$ cat config.mk
export PLATFORM = sky130hd
export DESIGN_NAME = cfg_status_monitor
export DESIGN_NICKNAME = d
export VERILOG_FILES = /design/src/rtl/cfgmon_pkg.sv /design/src/rtl/cfgmon_decode.sv /design/src/rtl/cfgmon_fsm.sv /design/src/rtl/cfgmon_satcnt.sv /design/src/rtl/cfgmon_sticky.sv /design/src/rtl/cfg_status_monitor.sv
export SDC_FILE = /design/constraint.sdc
export NUM_CORES = 1
export LEC_CHECK = 0
export ABC_CLOCK_PERIOD_IN_PS = 1700
export BUFFER_PORTS_ARGS = -buffer_cell sky130_fd_sc_hd__buf_2
export CORE_MARGIN = 2
export CORE_UTILIZATION = 51
export CTS_CLUSTER_DIAMETER = 120
export DETAILED_ROUTE_END_ITERATION = 16
export PLACE_DENSITY = 0.83
export SYNTH_ARGS = -nofsm -noshare
export SYNTH_HDL_FRONTEND = slang
export SYNTH_SLANG_ARGS = --single-unit
$ cat constraint.sdc
create_clock -name clk -period 1.7 [get_ports clk]
set_clock_uncertainty 0.05 [all_clocks]
set_input_delay 0.17 -clock clk [delete_from_list [all_inputs] [get_ports clk]]
set_output_delay 0.17 -clock clk [all_outputs]
set_load 0.05 [all_outputs]
$ cat src/rtl/cfgmon_pkg.sv
package cfgmon_pkg;
  typedef enum logic [2:0] {
    PH_IDLE     = 3'd0,
    PH_SYNCED   = 3'd1,
    PH_ERR_EDGE = 3'd2,
    PH_ERROR    = 3'd3,
    PH_RETRY    = 3'd4,
    PH_BUSY     = 3'd5
  } phase_t;

  // decoded status nibble, MSB first
  typedef struct packed {
    logic cfg_ok;   // 1 = no configuration error
    logic synced;   // 1 = sync word received
    logic rdbk;     // 1 = readback active
    logic abort_n;  // 0 = abort active
  } stat_t;
endpackage

$ cat src/rtl/cfgmon_decode.sv
module cfgmon_decode #(
  parameter int STAT_W  = 32,
  parameter int NIB_LSB = 4
) (
  input  logic                  clk,
  input  logic                  rst_n,
  input  logic [STAT_W-1:0]     stat_in,
  output cfgmon_pkg::stat_t     st_q,
  output logic                  busy
);
  localparam int NIB_MSB = NIB_LSB + 3;

  cfgmon_pkg::stat_t st_d;
  logic unused_bits;

  assign st_d        = cfgmon_pkg::stat_t'(stat_in[NIB_MSB:NIB_LSB]);
  assign unused_bits = ^{stat_in[STAT_W-1:NIB_MSB+1], stat_in[NIB_LSB-1:0]};

  // idle reset value: no error, not synced, no readback, no abort
  always_ff @(posedge clk or negedge rst_n) begin
    if (!rst_n) st_q <= 4'b1001;
    else        st_q <= st_d;
  end

  assign busy = st_q.rdbk | ~st_q.abort_n;
endmodule

$ cat src/rtl/cfgmon_fsm.sv
module cfgmon_fsm (
  input  logic                clk,
  input  logic                rst_n,
  input  cfgmon_pkg::stat_t   st,
  input  logic                busy,
  output cfgmon_pkg::phase_t  phase,
  output logic                crc_evt,
  output logic                ok_evt,
  output logic                ok_pulse
);
  import cfgmon_pkg::*;

  phase_t ph_q, ph_nxt;

  always_comb begin
    ph_nxt  = ph_q;
    crc_evt = 1'b0;
    ok_evt  = 1'b0;
    if (busy) begin
      ph_nxt = PH_BUSY;
    end else begin
      case ({st.cfg_ok, st.synced})
        2'b10: begin
          ph_nxt = PH_IDLE;
          ok_evt = (ph_q == PH_SYNCED);
        end
        2'b11: ph_nxt = PH_SYNCED;
        2'b01: begin
          if (ph_q == PH_IDLE || ph_q == PH_SYNCED) begin
            ph_nxt  = PH_ERR_EDGE;
            crc_evt = 1'b1;
          end else if (ph_q == PH_ERR_EDGE) begin
            ph_nxt = PH_ERR_EDGE;
          end else begin
            ph_nxt = PH_RETRY;
          end
        end
        default: begin
          ph_nxt  = PH_ERROR;
          crc_evt = (ph_q == PH_IDLE || ph_q == PH_SYNCED);
        end
      endcase
    end
  end

  always_ff @(posedge clk or negedge rst_n) begin
    if (!rst_n) begin
      ph_q     <= PH_IDLE;
      ok_pulse <= 1'b0;
    end else begin
      ph_q     <= ph_nxt;
      ok_pulse <= ok_evt;
    end
  end

  assign phase = ph_q;
endmodule

$ cat src/rtl/cfgmon_satcnt.sv
module cfgmon_satcnt #(
  parameter int W = 8
) (
  input  logic         clk,
  input  logic         rst_n,
  input  logic         clr,
  input  logic         inc,
  output logic [W-1:0] cnt
);
  localparam logic [W-1:0] MAX = {W{1'b1}};

  logic [W-1:0] cnt_nxt;
  logic         cnt_en;

  assign cnt_en  = clr | (inc & (cnt != MAX));
  assign cnt_nxt = clr ? '0 : cnt + 1'b1;

  always_ff @(posedge clk or negedge rst_n) begin
    if (!rst_n)      cnt <= '0;
    else if (cnt_en) cnt <= cnt_nxt;
  end
endmodule

$ cat src/rtl/cfgmon_sticky.sv
module cfgmon_sticky (
  input  logic clk,
  input  logic rst_n,
  input  logic set,
  input  logic clr,
  output logic q
);
  always_ff @(posedge clk or negedge rst_n) begin
    if (!rst_n)         q <= 1'b0;
    else if (set | clr) q <= set;
  end
endmodule

$ cat src/rtl/cfg_status_monitor.sv
module cfg_status_monitor #(
  parameter int STAT_W = 32,
  parameter int CNT_W  = 8
) (
  input  logic             clk,
  input  logic             rst_n,
  input  logic [STAT_W-1:0] stat_word,
  input  logic             err_pulse_n,
  input  logic             done_pulse,
  input  logic             clr,
  output logic [2:0]       phase,
  output logic             load_ok,
  output logic             crc_err_flag,
  output logic             err_pin_flag,
  output logic [CNT_W-1:0] crc_err_cnt,
  output logic [CNT_W-1:0] load_ok_cnt,
  output logic [CNT_W-1:0] done_cnt
);
  localparam int NCNT = 3;

  logic [1:0]        rst_sh;
  logic              rst_q;
  cfgmon_pkg::stat_t st_q;
  cfgmon_pkg::phase_t ph;
  logic              busy, crc_evt, ok_evt, done_q;
  logic [NCNT-1:0]   cnt_inc, cnt_clr;
  logic [CNT_W-1:0]  cnt_val [NCNT];

  // asynchronous assert, synchronous release
  always_ff @(posedge clk or negedge rst_n) begin
    if (!rst_n) rst_sh <= 2'b00;
    else        rst_sh <= {rst_sh[0], 1'b1};
  end
  assign rst_q = rst_sh[1];

  cfgmon_decode #(.STAT_W(STAT_W), .NIB_LSB(4)) i_dec (
    .clk(clk), .rst_n(rst_q), .stat_in(stat_word), .st_q(st_q), .busy(busy)
  );

  cfgmon_fsm i_fsm (
    .clk(clk), .rst_n(rst_q), .st(st_q), .busy(busy), .phase(ph),
    .crc_evt(crc_evt), .ok_evt(ok_evt), .ok_pulse(load_ok)
  );

  always_ff @(posedge clk or negedge rst_q) begin
    if (!rst_q) done_q <= 1'b0;
    else        done_q <= done_pulse;
  end

  assign cnt_inc = {done_pulse & ~done_q, ok_evt, crc_evt};
  assign cnt_clr = {clr, 1'b0, 1'b0};

  for (genvar g = 0; g < NCNT; g++) begin : g_cnt
    cfgmon_satcnt #(.W(CNT_W)) i_cnt (
      .clk(clk), .rst_n(rst_q), .clr(cnt_clr[g]), .inc(cnt_inc[g]), .cnt(cnt_val[g])
    );
  end

  cfgmon_sticky i_crc_flag (
    .clk(clk), .rst_n(rst_q), .set(crc_evt), .clr(clr), .q(crc_err_flag)
  );
  cfgmon_sticky i_pin_flag (
    .clk(clk), .rst_n(rst_q), .set(~err_pulse_n), .clr(clr), .q(err_pin_flag)
  );

  assign phase       = ph;
  assign crc_err_cnt = cnt_val[0];
  assign load_ok_cnt = cnt_val[1];
  assign done_cnt    = cnt_val[2];
endmodule

== Yosys cells after proc, flatten, opt, wreduce, memory -nomap -nowiden ==
Cells that the tools add are included.
Storage, ports and cells
  bits in registers: 37
  bits of input ports: 37
Operators by class
  add/subtract/negate cells: 3
  equality and inequality tests: 8
  mux-type cells: 10
  bitwise operators: 11
  reduce and logical (&&, ||, !) cells: 3
Operators by type and width (number)
  $add 8x1->8 const B: 3
  $ne 8x8->1 const B: 3
  $mux 3: 3
  $pmux 3 s3: 1
  $mux 8: 1
  $and 1x1->1: 4
  $eq 2x2->1 const B: 2
  $mux 1: 4
  $or 1x1->1: 4
  $eq 3x1->1 const B: 1
  $eq 3x2->1 const B: 1
  $logic_not 3->1: 1
  $not 1->1: 3
  $eq 2x1->1 const B: 1
  $pmux 1 s2: 1
  $reduce_or 2->1: 1
  $logic_or 1x1->1: 1

== Logic depth before layout (Yosys ltp) ==
  word-level depth: 6
  gate-level depth with buffers: 6
  depth with buffers taken out: 6

== By module ==
A second synthesis with hierarchy kept.
Second synthesis, totals
  cell total of the unflattened synthesis: 176
  area total of the unflattened synthesis: 1940.6 sq um
By module, submodules not included
  cfgmon_satcnt: instances 3, cells each 46, area each 478.0 sq um, seq. area each 200.2 sq um
  cfgmon_fsm: instances 1, cells each 20, area each 225.2 sq um, seq. area each 100.1 sq um
  cfgmon_decode: instances 1, cells each 5, area each 108.9 sq um, seq. area each 102.6 sq um
  cfg_status_monitor: instances 1, cells each 7, area each 100.1 sq um, seq. area each 75.1 sq um
  cfgmon_sticky: instances 2, cells each 3, area each 36.3 sq um, seq. area each 25.0 sq um

== Worst setup path before layout ==
No wires, ideal clock.
  path type: register to register
  from: register i_fsm.ph_q[1], in the netlist i_fsm.phase[1]
  to: register g_cnt[0].i_cnt.cnt[7]
  data arrival time: 2128 ps
  setup slack: -603 ps
  stages on the path, launching flop included: 5
  path buffers: 0
  period minus slack after synthesis: 2303 ps
  path through: dfrtp_1 -> or4b_4 -> or4_4 -> nor3_2 -> mux2_2
On the way
  cells in the longest elaborated chain, start to end: 6
  elaborated cells between the ends (all ways): 7
  those cells by class: eq/ne (1); mux (3); bitwise (1); reduce/logical (2)
Ends and longest elaborated chain
  start, declared: RTL line cfgmon_fsm.sv:13  | phase_t ph_q, ph_nxt;
  start signal, assigned: RTL line cfgmon_fsm.sv:51  | ph_q <= ph_nxt;
  $eq 3x1->1 or $logic_not 3->1 (tied branches): RTL line cfgmon_fsm.sv:29, cfgmon_fsm.sv:40
  $logic_or 1x1->1 *: RTL line cfgmon_fsm.sv:29, cfgmon_fsm.sv:40
  $mux 1: RTL line cfgmon_fsm.sv:29  | if (ph_q == PH_IDLE || ph_q == PH_SYNCED) begin
  $pmux 1 s2 *: RTL line cfgmon_fsm.sv:22  | case ({st.cfg_ok, st.synced})
  $mux 1 *: RTL line cfgmon_fsm.sv:19  | if (busy) begin
  $and 1x1->1 *: RTL line cfgmon_satcnt.sv:15  | assign cnt_en = clr | (inc & (cnt != MAX));
  end signal, assigned: RTL line cfgmon_satcnt.sv:20  | else if (cnt_en) cnt <= cnt_nxt;
  end, declared: RTL line cfgmon_satcnt.sv:8  | output logic [W-1:0] cnt
Every way passes the cells marked *; elsewhere a longest branch is shown, timed or not.
A chain may end at the register's enable or synchronous reset.

== Worst setup path after layout ==
  from: register, netlist name i_dec.st_q[0]
  to: register g_cnt[1].i_cnt.cnt[5]
On the way
  cells in the longest elaborated chain, start to end: 4
Ends and longest elaborated chain
  $not 1->1: RTL line cfgmon_decode.sv:25  | assign busy = st_q.rdbk | ~st_q.abort_n;
  $or 1x1->1: RTL line cfgmon_decode.sv:25
  $mux 1: RTL line cfgmon_fsm.sv:19
  $and 1x1->1: RTL line cfgmon_satcnt.sv:15
  end signal, assigned: RTL line cfgmon_satcnt.sv:20
  end, declared: RTL line cfgmon_satcnt.sv:8
No other way between the ends.

==> impl_results.md <==
- Total congestion overflow: 0
- Nets: 265
- Crit path DAT: 2250 ps
- Final wirelength: 3770 um
- R2r worst-path depth: 5
- I/O Buffers: 38
- Leak: 1.14 nW
- EDFF count, synth: 0
- Critical Path RT: 1880 ps
- Worst hold endpoint: g_cnt[2].i_cnt.cnt[3]
- Met2 Track Usage GR: 35.6%
- Initial detailed-routing violation count: 76
- WL/cell: 14.2 um
- Vias/cell: 5.35
- Diode count: 0
- Area Overhead vs Synth: 33.6%
- Mapped Cells: 155
- CTS tree: built
- Initial Util: 54.5%
- Final hold violation count: 0
- #FFs+latches synth: 37
- Post-Place Cell Area: 2030 um^2
- Hold path cells: 2
- Synth top area share: 51.4%
- Worst ir drop on vdd: 0.705 mV
- Clock Tree Root: clkbuf_4
- Final Cycle Share: 122%
- Fin. max-slew vios: 0
- Final instance area: 2280 um^2
- Top cells by area, synth: dfrtp_1, ha_1, mux2_2, mux2i_1, nand2_1
- P per Cell Area: 855 nW/um^2
- Clock sink count: 37
- Reg2reg setup slack: -370 ps
- Fin crit period: 2070 ps
- Router iterations before antenna repair: 4
- Mapped Area: 1710 um^2
- Area of the die: 3820 um^2
- Util after Layout: 72.8%
- Netlist cell types: 34
- Detailed Place HPWL: 2520 um
- GPL Wtd Cong: 0.826
- Fmax: 0.484 GHz
- Clock latency on the worst-skew pair: 350 ps
- All-Layer GR Usage: 21.4%
- Global-route wire length before repair: 5910 um
- Vias in the first global route: 1394
- Crit path max fanout: 3
- Yosys warnings: 0
- Largest net degree at the start of global routing: 36
- Failing checks: setup timing
- Clock Pin Slew Worst Setup and Hold Paths: 110 ps
- Sequential share of the synthesized area: 54.4%
- H-tree depth: 2
- Reg-to-Reg End: g_cnt[1].i_cnt.cnt[5]
- Startpoint types: flop
- Met3 global-route usage: 6.42%
- Count leader, synth: dfrtp_1
- Final setup fails: 17
- Crit. End Element: flop
- Critical path class: reg -> reg
- Initial antenna violation count: 0
- Outcome: finished with violations
- Setup WS post-layout: -367 ps
- Max clock buf depth: 2
- Post-Syn Area per Cell: 11.0 um^2
- RSZ-0062 raised after global routing: yes
- Worst hold start: clr
- Most Crowded Layer GR: met2
- Post-synth ARST share: 100%
- Vias: 1424
- Max cap viols: 0
- Primary FF master, synth: dfrtp_1
- DRT antenna net count: 0
- Top cells by count, synth: dfrtp_1, nand2_1, nor2_1, nand3_1
- Syn_nets: 199
- Worst r2r src: i_dec.st_q[0]
- Site Rows: 20
- # DRC: 0
- Die height: 61.8 um
- Die X: 61.8 um
- # IOs: 67
- Aggregate negative setup slack: -3250 ps
- Area leader, netlist: dfrtp_1
- Core box area: 3130 um^2
- Met1 usage: 26.0%
- Share of cells above drive strength 1: 37.8%
- Num CTS Buffers: 5
- Worst hold path class: in -> reg
-- worst max-delay path by stage --
stage / startpoint / end / depth (start not counted) / slack (ps)
after floorplan: i_fsm.phase[2] / g_cnt[0].i_cnt.cnt[7] / 4 / -500
after global placement: i_dec.st_q[0] / g_cnt[0].i_cnt.cnt[7] / 4 / -390
after detailed placement: i_dec.st_q[0] / g_cnt[0].i_cnt.cnt[7] / 4 / -410
after CTS: i_dec.st_q[0] / g_cnt[0].i_cnt.cnt[7] / 4 / -410
after global routing: i_dec.st_q[0] / g_cnt[1].i_cnt.cnt[5] / 5 / -420
final: i_dec.st_q[0] / g_cnt[1].i_cnt.cnt[5] / 5 / -370
-- metrics by stage --
stage          worst slack, ps  instances  hold slack [ps]  power, W
2_1_floorplan             -495        155             -176   0.00131
3_3_place_gp              -386        247            -96.2   0.00142
3_5_place_dp              -411        247            -94.2   0.00143
4_1_cts                   -406        265             21.7   0.00196
5_1_grt                   -421        266             29.7   0.00204
6_report                  -367        266             41.5   0.00195
-- layout by cell type, fill, tap and decap left out, types with 7 or more instances in the layout --
| master | instances |
|---|---|
| nor2_1 | 10 |
| dlygate4sd3_1 | 7 |
| nand2_1 | 14 |
| buf_4 | 13 |
| ha_1 | 7 |
| inv_1 | 8 |
| o21ai_0 | 7 |
| buf_2 | 38 |
| dfrtp_1 | 31 |
| nand3_1 | 9 |
-- final cells by class --
| class | count | area, um^2 |
|---|---|---|
| Sequential cell | 37 | 933 |
| Inverter | 8 | 30.0 |
| Timing Repair Buffer | 60 | 380 |
| Tap cell | 44 | 55.1 |
| Clock buffer | 7 | 65.1 |
| Fill cell | 215 | 850 |
| Clock inverter | 1 | 5.00 |
| Multi-Input combinational cell | 109 | 810 |
-- flip-flops by register name (all words and copies together) (netlist names) --
register / count
g_cnt.i_cnt.cnt: 24
i_dec.st_q: 4
i_crc_flag.q: 1
i_fsm.ok_pulse: 1
done_q: 1
i_pin_flag.q: 1
i_fsm.phase: 3
rst_sh: 2
-- worst max-delay path: stages (launching register included) --
cell and delay [ps]:
dfstp_2 530, or4b_4 460, buf_4 180, nor3_4 210, and3_1 200, mux2_2 330
-- what timing repair did --
| item | CTS | global route |
|---|---|---|
| resized for setup | 10 | 5 |
| endpoints found under the hold margin | 8 | 0 |
| hold buffers | 7 | 0 |
| pin swaps | 2 | 1 |
| endpoints found under the setup margin | 17 | 18 |
| buffers inserted | 3 | 2 |
-- cells by family after synthesis --
family / after synthesis / share of synthesized area, %
buffers and inverters: 9 / 1.98
multiplexers: 13 / 8.14
other: 1 / 0.220
AO/OA/AOI/OAI: 19 / 6.75
adder cells (fa/ha/maj): 7 / 5.14
flip-flops: 37 / 54.4
XOR/XNOR: 8 / 4.11
AND/OR/NAND/NOR: 61 / 19.2
-- routing by layer --
layer | vias to the layer above | wire length [um]
met5 | - | 0
met3 | 7 | 180
met2 | 44 | 1940
li1 | 679 | -
met1 | 694 | 1590
met4 | 0 | 59
-- report_power, final --
part	internal (W)	total [W]	switching, W
registers	0.000944	0.00101	0.0000620
clock network	0.000240	0.000517	0.000278
logic	0.000129	0.000425	0.000296
No activity file was read; power rests on OpenSTA's default activity.
